[src/rtl/ca_dma_pkg.sv]
package ca_dma_pkg;
  typedef enum logic [2:0] {
    XS_IDLE = 3'd0,
    XS_READ = 3'd1,
    XS_WAIT = 3'd2,
    XS_DATA = 3'd3,
    XS_SYNC = 3'd4
  } xfer_state_e;
endpackage

[src/rtl/ca_token_tracker.sv]
module ca_token_tracker #(
  parameter int BUFN_W = 4,
  parameter int DATA_W = 16
) (
  input  logic              clk,
  input  logic              rst_n,
  input  logic              run,
  input  logic [BUFN_W-1:0] cfg_local_tokens,
  input  logic [BUFN_W-1:0] cfg_remote_tokens,
  input  logic              tok_produced,
  input  logic              credit_ret,
  input  logic              token_done,
  output logic [BUFN_W-1:0] filled,
  output logic [BUFN_W-1:0] credits,
  output logic [BUFN_W-1:0] lslot,
  output logic [BUFN_W-1:0] rslot,
  output logic [DATA_W-1:0] seq_num
);

  logic [BUFN_W-1:0] filled_n, credits_n, lslot_n, rslot_n;
  logic [DATA_W-1:0] sent_q, sent_n;
  logic              upd;

  assign upd = !run || tok_produced || credit_ret || token_done;

  always_comb begin
    filled_n  = filled;
    credits_n = credits;
    lslot_n   = lslot;
    rslot_n   = rslot;
    sent_n    = sent_q;
    if (!run) begin
      filled_n  = '0;
      credits_n = cfg_remote_tokens;
      lslot_n   = '0;
      rslot_n   = '0;
      sent_n    = '0;
    end else begin
      filled_n  = filled + BUFN_W'(tok_produced) - BUFN_W'(token_done);
      credits_n = credits + BUFN_W'(credit_ret) - BUFN_W'(token_done);
      if (token_done) begin
        lslot_n = (lslot == cfg_local_tokens - 1'b1) ? '0 : lslot + 1'b1;
        rslot_n = (rslot == cfg_remote_tokens - 1'b1) ? '0 : rslot + 1'b1;
        sent_n  = sent_q + 1'b1;
      end
    end
  end

  always_ff @(posedge clk or negedge rst_n) begin
    if (!rst_n) begin
      filled  <= '0;
      credits <= '0;
      lslot   <= '0;
      rslot   <= '0;
      sent_q  <= '0;
    end else if (upd) begin
      filled  <= filled_n;
      credits <= credits_n;
      lslot   <= lslot_n;
      rslot   <= rslot_n;
      sent_q  <= sent_n;
    end
  end

  assign seq_num = sent_q + 1'b1;

  assert_done_needs_token_R5: assert property (@(posedge clk) disable iff (!rst_n)
    token_done |-> filled != '0);
  assert_filled_bound_R5: assert property (@(posedge clk) disable iff (!rst_n)
    run |-> filled <= cfg_local_tokens);
  assert_done_needs_credit_R6: assert property (@(posedge clk) disable iff (!rst_n)
    token_done |-> credits != '0);
  assert_no_overflow_R6: assert property (@(posedge clk) disable iff (!rst_n)
    run |-> credits <= cfg_remote_tokens);
  assert_slot_range_R8: assert property (@(posedge clk) disable iff (!rst_n)
    run |-> (lslot < cfg_local_tokens) && (rslot < cfg_remote_tokens));

endmodule

[src/rtl/ca_pacer.sv]
module ca_pacer #(
  parameter int GAP_W = 8
) (
  input  logic             clk,
  input  logic             rst_n,
  input  logic             run,
  input  logic [GAP_W-1:0] cfg_interval,
  input  logic             token_done,
  output logic             pace_ok
);

  logic [GAP_W-1:0] gap_q, gap_n;
  logic             upd;

  assign upd = !run || token_done || (gap_q != '0);

  always_comb begin
    if (!run)              gap_n = '0;
    else if (token_done)   gap_n = cfg_interval;
    else if (gap_q != '0)  gap_n = gap_q - 1'b1;
    else                   gap_n = gap_q;
  end

  always_ff @(posedge clk or negedge rst_n) begin
    if (!rst_n)   gap_q <= '0;
    else if (upd) gap_q <= gap_n;
  end

  assign pace_ok = (gap_q == '0);

endmodule

[src/rtl/ca_xfer_fsm.sv]
module ca_xfer_fsm
  import ca_dma_pkg::*;
#(
  parameter int ADDR_W = 16,
  parameter int DATA_W = 16,
  parameter int TOKW_W = 4,
  parameter int BUFN_W = 4
) (
  input  logic              clk,
  input  logic              rst_n,
  input  logic              run,
  input  logic [TOKW_W-1:0] cfg_words,
  input  logic [ADDR_W-1:0] cfg_local_base,
  input  logic [ADDR_W-1:0] cfg_remote_base,
  input  logic [BUFN_W-1:0] lslot,
  input  logic [BUFN_W-1:0] rslot,
  input  logic [DATA_W-1:0] seq_num,
  input  logic              can_start,
  input  logic              mem_gnt,
  input  logic [DATA_W-1:0] mem_rdata,
  input  logic              net_ready,
  output logic              mem_req,
  output logic [ADDR_W-1:0] mem_addr,
  output logic              net_valid,
  output logic [ADDR_W-1:0] net_addr,
  output logic [DATA_W-1:0] net_data,
  output logic              tok_start,
  output logic              token_done
);

  localparam int OFF_W = BUFN_W + TOKW_W + 1;

  xfer_state_e       state_q, state_n;
  logic [TOKW_W-1:0] idx_q, idx_n;
  logic [DATA_W-1:0] data_q, data_n;
  logic [OFF_W-1:0]  loc_off, rem_off;

  assign loc_off  = OFF_W'(lslot) * OFF_W'(cfg_words) + OFF_W'(idx_q);
  assign rem_off  = OFF_W'(rslot) * (OFF_W'(cfg_words) + OFF_W'(1)) + OFF_W'(idx_q);
  assign mem_addr = cfg_local_base + ADDR_W'(loc_off);
  assign net_addr = cfg_remote_base + ADDR_W'(rem_off);
  assign net_data = (state_q == XS_SYNC) ? seq_num : data_q;

  always_comb begin
    state_n    = state_q;
    idx_n      = idx_q;
    data_n     = data_q;
    mem_req    = 1'b0;
    net_valid  = 1'b0;
    tok_start  = 1'b0;
    token_done = 1'b0;
    if (!run) begin
      state_n = XS_IDLE;
      idx_n   = '0;
    end else begin
      unique case (state_q)
        XS_IDLE: begin
          if (can_start) begin
            tok_start = 1'b1;
            idx_n     = '0;
            state_n   = XS_READ;
          end
        end
        XS_READ: begin
          mem_req = 1'b1;
          if (mem_gnt) state_n = XS_WAIT;
        end
        XS_WAIT: begin
          data_n  = mem_rdata;
          state_n = XS_DATA;
        end
        XS_DATA: begin
          net_valid = 1'b1;
          if (net_ready) begin
            idx_n   = idx_q + 1'b1;
            state_n = (idx_q == cfg_words - 1'b1) ? XS_SYNC : XS_READ;
          end
        end
        XS_SYNC: begin
          net_valid = 1'b1;
          if (net_ready) begin
            token_done = 1'b1;
            idx_n      = '0;
            state_n    = XS_IDLE;
          end
        end
        default: state_n = XS_IDLE;
      endcase
    end
  end

  always_ff @(posedge clk or negedge rst_n) begin
    if (!rst_n) begin
      state_q <= XS_IDLE;
      idx_q   <= '0;
      data_q  <= '0;
    end else begin
      state_q <= state_n;
      idx_q   <= idx_n;
      if (state_q == XS_WAIT) data_q <= data_n;
    end
  end

  assert_read_hold_R3: assert property (@(posedge clk) disable iff (!rst_n || !run)
    (mem_req && !mem_gnt) |=> (mem_req && $stable(mem_addr)));
  assert_write_hold_R4: assert property (@(posedge clk) disable iff (!rst_n || !run)
    (net_valid && !net_ready) |=> (net_valid && $stable(net_addr) && $stable(net_data)));
  assert_no_overlap_R4: assert property (@(posedge clk) disable iff (!rst_n)
    !(mem_req && net_valid));

endmodule

[src/rtl/ca_dma_engine.sv]
module ca_dma_engine #(
  parameter int ADDR_W = 16,
  parameter int DATA_W = 16,
  parameter int TOKW_W = 4,
  parameter int BUFN_W = 4,
  parameter int GAP_W  = 8
) (
  input  logic              clk,
  input  logic              rst_n,
  input  logic              run,
  input  logic [TOKW_W-1:0] cfg_words,
  input  logic [BUFN_W-1:0] cfg_local_tokens,
  input  logic [BUFN_W-1:0] cfg_remote_tokens,
  input  logic [GAP_W-1:0]  cfg_interval,
  input  logic [ADDR_W-1:0] cfg_local_base,
  input  logic [ADDR_W-1:0] cfg_remote_base,
  input  logic              tok_produced,
  input  logic              credit_ret,
  output logic              mem_req,
  output logic [ADDR_W-1:0] mem_addr,
  input  logic              mem_gnt,
  input  logic [DATA_W-1:0] mem_rdata,
  output logic              net_valid,
  output logic [ADDR_W-1:0] net_addr,
  output logic [DATA_W-1:0] net_data,
  input  logic              net_ready
);

  localparam int SINCE_W = GAP_W + 1;

  logic [BUFN_W-1:0] filled, credits, lslot, rslot;
  logic [DATA_W-1:0] seq_num;
  logic              pace_ok, can_start, tok_start, token_done;

  assign can_start = run && (filled != '0) && (credits != '0) && pace_ok;

  ca_token_tracker #(.BUFN_W(BUFN_W), .DATA_W(DATA_W)) u_tracker (
    .clk(clk), .rst_n(rst_n), .run(run),
    .cfg_local_tokens(cfg_local_tokens), .cfg_remote_tokens(cfg_remote_tokens),
    .tok_produced(tok_produced), .credit_ret(credit_ret), .token_done(token_done),
    .filled(filled), .credits(credits), .lslot(lslot), .rslot(rslot),
    .seq_num(seq_num)
  );

  ca_pacer #(.GAP_W(GAP_W)) u_pacer (
    .clk(clk), .rst_n(rst_n), .run(run), .cfg_interval(cfg_interval),
    .token_done(token_done), .pace_ok(pace_ok)
  );

  ca_xfer_fsm #(.ADDR_W(ADDR_W), .DATA_W(DATA_W), .TOKW_W(TOKW_W), .BUFN_W(BUFN_W)) u_fsm (
    .clk(clk), .rst_n(rst_n), .run(run), .cfg_words(cfg_words),
    .cfg_local_base(cfg_local_base), .cfg_remote_base(cfg_remote_base),
    .lslot(lslot), .rslot(rslot), .seq_num(seq_num), .can_start(can_start),
    .mem_gnt(mem_gnt), .mem_rdata(mem_rdata), .net_ready(net_ready),
    .mem_req(mem_req), .mem_addr(mem_addr), .net_valid(net_valid),
    .net_addr(net_addr), .net_data(net_data),
    .tok_start(tok_start), .token_done(token_done)
  );

  // Pacing checker: cycles elapsed since the last completed token
  logic [SINCE_W-1:0] since_q;
  logic               seen_done_q;

  always_ff @(posedge clk or negedge rst_n) begin
    if (!rst_n) begin
      since_q     <= '0;
      seen_done_q <= 1'b0;
    end else if (!run) begin
      since_q     <= '0;
      seen_done_q <= 1'b0;
    end else if (token_done) begin
      since_q     <= '0;
      seen_done_q <= 1'b1;
    end else if (since_q != {SINCE_W{1'b1}}) begin
      since_q     <= since_q + 1'b1;
    end
  end

  assert_pace_gap_R7: assert property (@(posedge clk) disable iff (!rst_n)
    (tok_start && seen_done_q) |-> (since_q >= SINCE_W'(cfg_interval)));

endmodule

[config.mk]
export PLATFORM = sky130hd
export DESIGN_NAME = ca_dma_engine
export DESIGN_NICKNAME = d
export VERILOG_FILES = /design/src/rtl/ca_dma_pkg.sv /design/src/rtl/ca_token_tracker.sv /design/src/rtl/ca_pacer.sv /design/src/rtl/ca_xfer_fsm.sv /design/src/rtl/ca_dma_engine.sv
export SDC_FILE = /design/constraint.sdc
export NUM_CORES = 1
export LEC_CHECK = 0
export BUFFER_PORTS_ARGS = -buffer_cell sky130_fd_sc_hd__buf_2
export CORE_MARGIN = 1
export CORE_UTILIZATION = 25
export CTS_CLUSTER_SIZE = 40
export DETAILED_ROUTE_END_ITERATION = 8
export SLEW_MARGIN = 20
export SYNTH_ARGS = -nofsm -noshare
export SYNTH_HDL_FRONTEND = slang
export SYNTH_SLANG_ARGS = --single-unit
[constraint.sdc]
create_clock -name clk -period 5.7 [get_ports clk]
set_clock_uncertainty 0.1 [all_clocks]
set_input_delay 0.285 -clock clk [delete_from_list [all_inputs] [get_ports clk]]
set_output_delay 0.285 -clock clk [all_outputs]
set_load 0.005 [all_outputs]
-- Word-level counts from Yosys, hierarchy flattened
Index checks and enable logic that the tools add are counted.
W data, S select, Z words.
- add/sub/neg operators: 17
- multiply operators: 2
- equality and inequality tests: 14
- mux-type cells: 33
- reductions and logical operators: 20
- operators by type and width (kind ; count):
    $mux W16 ; 3
    $mux W4 ; 12
    $add A16 B9 Y16 ; 2
    $mux W8 ; 3
    $mux W3 ; 6
    $add A16 B1 Y16 const B ; 1
    $pmux W3 S5 ; 1
    $add A4 B1 Y4 const B ; 3
    $eq A4 B4 Y1 ; 3
    $ne A3 B3 Y1 const B ; 4
    $pmux W4 S3 ; 1
    $sub A4 B1 Y4 const B ; 3
    $add A8 B4 Y9 ; 1
    $add A9 B4 Y9 ; 1
    $mul A4 B9 Y9 ; 1
    $add A4 B1 Y4 ; 2
    $logic_not A8 Y1 ; 1
    $mul A4 B4 Y8 ; 1
    $reduce_and A4 Y1 ; 2
    $reduce_bool A4 Y1 ; 2
    $reduce_bool A8 Y1 ; 1
    $sub A4 B1 Y4 ; 2
    $sub A8 B1 Y8 const B ; 1
    $mux W1 ; 7
    other kinds (13) ; 22
- register bits after elaboration: 63
- input port bits: 75
- output and inout port bits: 50
- logic and storage cells: 95

-- Longest topological paths before layout
- depth in word-level cells: 7
- depth in mapped cells: 21
- mapped depth without buffers: 20

-- Modules after synthesis
A second synthesis with hierarchy kept.
- cells, all modules: 682
- area, all modules: 6249.7 um^2
- modules (own cells, without submodules) (module ; instances ; cells each ; area each (um^2) ; seq. area each (um^2)):
    ca_xfer_fsm ; 1 ; 372 ; 3478.3 ; 575.6
    ca_token_tracker ; 1 ; 251 ; 2244.7 ; 800.8
    ca_pacer ; 1 ; 55 ; 499.2 ; 200.2
    ca_dma_engine ; 1 ; 4 ; 27.5 ; 0.0

-- Worst setup path before layout
Ideal clock, no wire load.
- kind: input-to-output
- start: input port cfg_words[0]
- end: output port net_addr[10]
- arrival time: 4801 ps
- required time: 5315 ps
- path slack: 514 ps
- stages: 20
- buffers on the path: 1
- cell sequence: clkbuf_1 inv_1 ha_1 nand2_1 fa_1 fa_1 inv_1 fa_1 ha_1 nor2b_1 o21ai_0 nand2b_1 nand4b_1 nand4b_1 ha_1 a2111oi_0 o21ai_0 a31oi_1 nand2b_1 xnor2_1
- cells in the longest elaborated chain, start to end: 4
- RTL lines (element ; line ; text):
    start: declaration ; ca_dma_engine.sv:11 ; input logic [TOKW_W-1:0] cfg_words,
    $add A4 B1 Y5 ; ca_xfer_fsm.sv:39 ; assign rem_off = OFF_W'(rslot) * (OFF_W'(cfg_words) + OFF_W'(1)) + OFF_W'(idx_q);
    $mul A4 B9 Y9 ; ca_xfer_fsm.sv:39 ;
    $add A9 B4 Y9 ; ca_xfer_fsm.sv:39 ;
    $add A16 B9 Y16 ; ca_xfer_fsm.sv:41 ; assign net_addr = cfg_remote_base + ADDR_W'(rem_off);
    end: declaration ; ca_dma_engine.sv:24 ; output logic [ADDR_W-1:0] net_addr,
No other way between the ends.

-- Worst setup path in the final report
- start: input port cfg_words[0]
- end: output port net_addr[14]
The elaborated chain is that of the path after synthesis.

==> results.toml <==
[yosys]
synth_cell_types = 62
synth_cells = 705
synth_largest_area_cell = "dfrtp_1"
synth_top_area_frac = 0.2574
synth_seq_cells = 63
synth_edf_count = 0
synth_common_cells = "dfrtp_1, nor2_1, ha_1"
ys.flop_type = "dfrtp_1"
syn-cell-area_um2 = 6126
synthArstFlopShare = 1.000
yosysWarnings = 0
avgSynthCellArea_um2 = 8.689
yosysSeqAreaShare = 0.2574
synthTopCellsByArea = "dfrtp_1, ha_1, fa_1"
synth_fp_nets = 868

[routing]
drc_errors = 0
wl_per_cell_um = 12.61
drt-total-wl_um = 14410
ant_nets = 0
first_iter_violations = 192
drtPass1Iterations = 5
vias = 5201
avgViaCountPerCell = 4.550

[pwr]
power_density_nw_per_um2 = 228.3
leakage_nw = 3.581
finalPower_mw = 1.682
peakVddDrop_mv = 0.2814

[sta]
setup_viol = 0
slew_viol_final = 0
setup_ws_ns = 0.3310
worst_slew_pin_slew_ns = 0.8922
fmax_mhz = 186.3
finalCritPeriodShare = 0.9419
whs_ns = 0.01839
final_hold_viol_count = 0
slew_headroom = 0.4038
fin_crit_ns = 5.369
fin_tns_setup_ns = 0

[placement]
place_area_um2 = 7061
routabilityCongestion = 0.8104
port_buffers = 124
dp.cells = 1127
dpl.hpwl_um = 11170
pre_cts_slack_ns = 0.06878

[critical_path]
crit_path_top_delay_cell = "fa_1"
startpoint_type = "input pin"
rr_startpoint = "u_fsm.state_q[1]"
crit_path_frequent_cell = "fa_1"
cp.arrival_ns = 4.98
critPathKind = "input pin to primary output"
path_cells = "clkbuf_4 -> ha_2 -> xor2_2 -> nand2_1 -> fa_1 -> fa_1 -> inv_1 -> fa_1 -> ha_1 -> nor2b_1 -> o21ai_0 -> nand2b_1 -> a21oi_1 -> nand4b_1 -> ha_2 -> a2111oi_2 -> a21oi_1 -> a31oi_1 -> buf_4 -> nor2_1 -> xor2_1 -> buf_2"
cp_max_fo = 12
crit_start = "cfg_words[0]"
worst-path-buf-inv = 4
critPathTopFamily = "adder cells"
critPathRequiredTime_ns = 5.32
slowest_delay_ns = 0.54
crit_path_end_kind = "primary output"

[layout]
fillCellCount = 2533
ff_latch_area_um2 = 1580
drive_gt1_frac = 0.2163
final_cell_area_um2 = 7367
stdcell_count = 1143
nets = 983
multi_input_area_um2 = 4250
areaGrowthSynthToFinish_pct = 20.26
final_core_util = 0.3102

[clock_tree]
cts_buffer_depth = 2
cts_made_buffers = 9
htreeDepth = 3
cts_sinks = 63
ctsHoldBuffers = 0
clk-insertion-delay-late_ns = 0.34
cts_tree = "done"
clk_pin_slew_ns = 0.05
cts_root_buf = "clkbuf_16"

[grt]
grt_pass1_wl_um = 23830
grt.total_usage = 0.1187
first_global_vias = 4959
grt_remaining_overflow = 0
antenna_found_initial = 2
grt_max_degree = 64

[worst_hold_path]
hp-class = "input pin to async pin"

[floorplan]
coreArea_um2 = 23750
initial_core_util = 0.2579
die_area_um2 = 25130
num_rows = 56
io-pin-count = 125
die_y_um = 158.5
die_w_um = 158.5

[run]
drv_cap = 0

[status]
status = "completed"
==> registers in the layout, indices dropped and copies added (netlist names) <==
signal             flops
u_fsm.idx_q            4
u_tracker.sent_q      16
u_tracker.credits      4
u_pacer.gap_q          8
u_fsm.state_q          3
u_fsm.data_q          16
u_tracker.rslot        4
u_tracker.lslot        4
u_tracker.filled       4
==> path summary, 6_finish.rpt <==
kind | to | slack, ns | depth (start not counted)
min | u_fsm.data_q[12] | 0.02 | 2
min reg2reg | u_fsm.data_q[0] | 0.40 | 1
max reg2reg | u_tracker.credits[2] | 2.24 | 12
min in group clk | u_fsm.data_q[9] | 0.08 | 2
max in group asynchronous | u_tracker.rslot[1] | 4.87 | 2
max | net_addr[14] | 0.33 | 22
==> what timing repair did <==
action,4_1_cts,5_1_grt
resized for setup,0,13
endpoints found under the setup margin,0,6
buffers inserted,0,1
==> routing by layer <==
metal  share of wire  up-vias  global-route usage  routed length, um
met2            0.47       90              0.1951               6828
met4           0.017        2             0.04075                240
li1                -     2635                   -                  -
met1            0.47     2456              0.1549               6751
met3           0.040       18             0.02259                574
met5         0.00090        -                   0                 13
==> cell usage in the layout, fill, tap and decap left out, types with 5 or more instances in the layout <==
master	n
a211oi_1	7
a21o_1	7
a21oi_1	32
and2_1	18
and3_1	12
buf_2	123
buf_4	5
clkbuf_16	9
dfrtp_1	60
fa_1	26
ha_1	59
inv_1	59
mux2_2	17
nand2_1	61
nand2b_1	7
nand3_1	29
nand4_1	5
nor2_1	63
nor2b_1	8
nor3_1	17
o21ai_0	41
o21ai_1	7
xnor2_1	40
xor2_1	41
==> report_power, final <==
part           switching, mW  internal [mW]  total [mW]
clock network          0.199          0.285       0.484
registers             0.0816          0.542       0.623
logic                  0.285          0.289       0.574
==> layout make-up <==
| cell class | count | share of cell area |
|---|---|---|
| antenna | 1 | 0.0003397 |
| clock buffer | 9 | 0.03057 |
| clock inverter | 5 | 0.003736 |
| inverter | 59 | 0.03006 |
| multi-input combinational | 558 | 0.5769 |
| sequential | 63 | 0.2145 |
| tap | 319 | 0.05418 |
| timing repair buffer | 129 | 0.08967 |
==> cells by family after synthesis <==
group / count (synthesis) / synth area share
and+or+nand+nor: 246 / 0.2034
AOI/OAI and AO/OA: 123 / 0.1209
adders and majority gates: 88 / 0.2116
buffers and inverters: 84 / 0.05494
xor gates and xnor gates: 82 / 0.1172
DFF: 63 / 0.2574
muxes: 19 / 0.03452
Note: power is estimated with default switching activity, not from simulation.
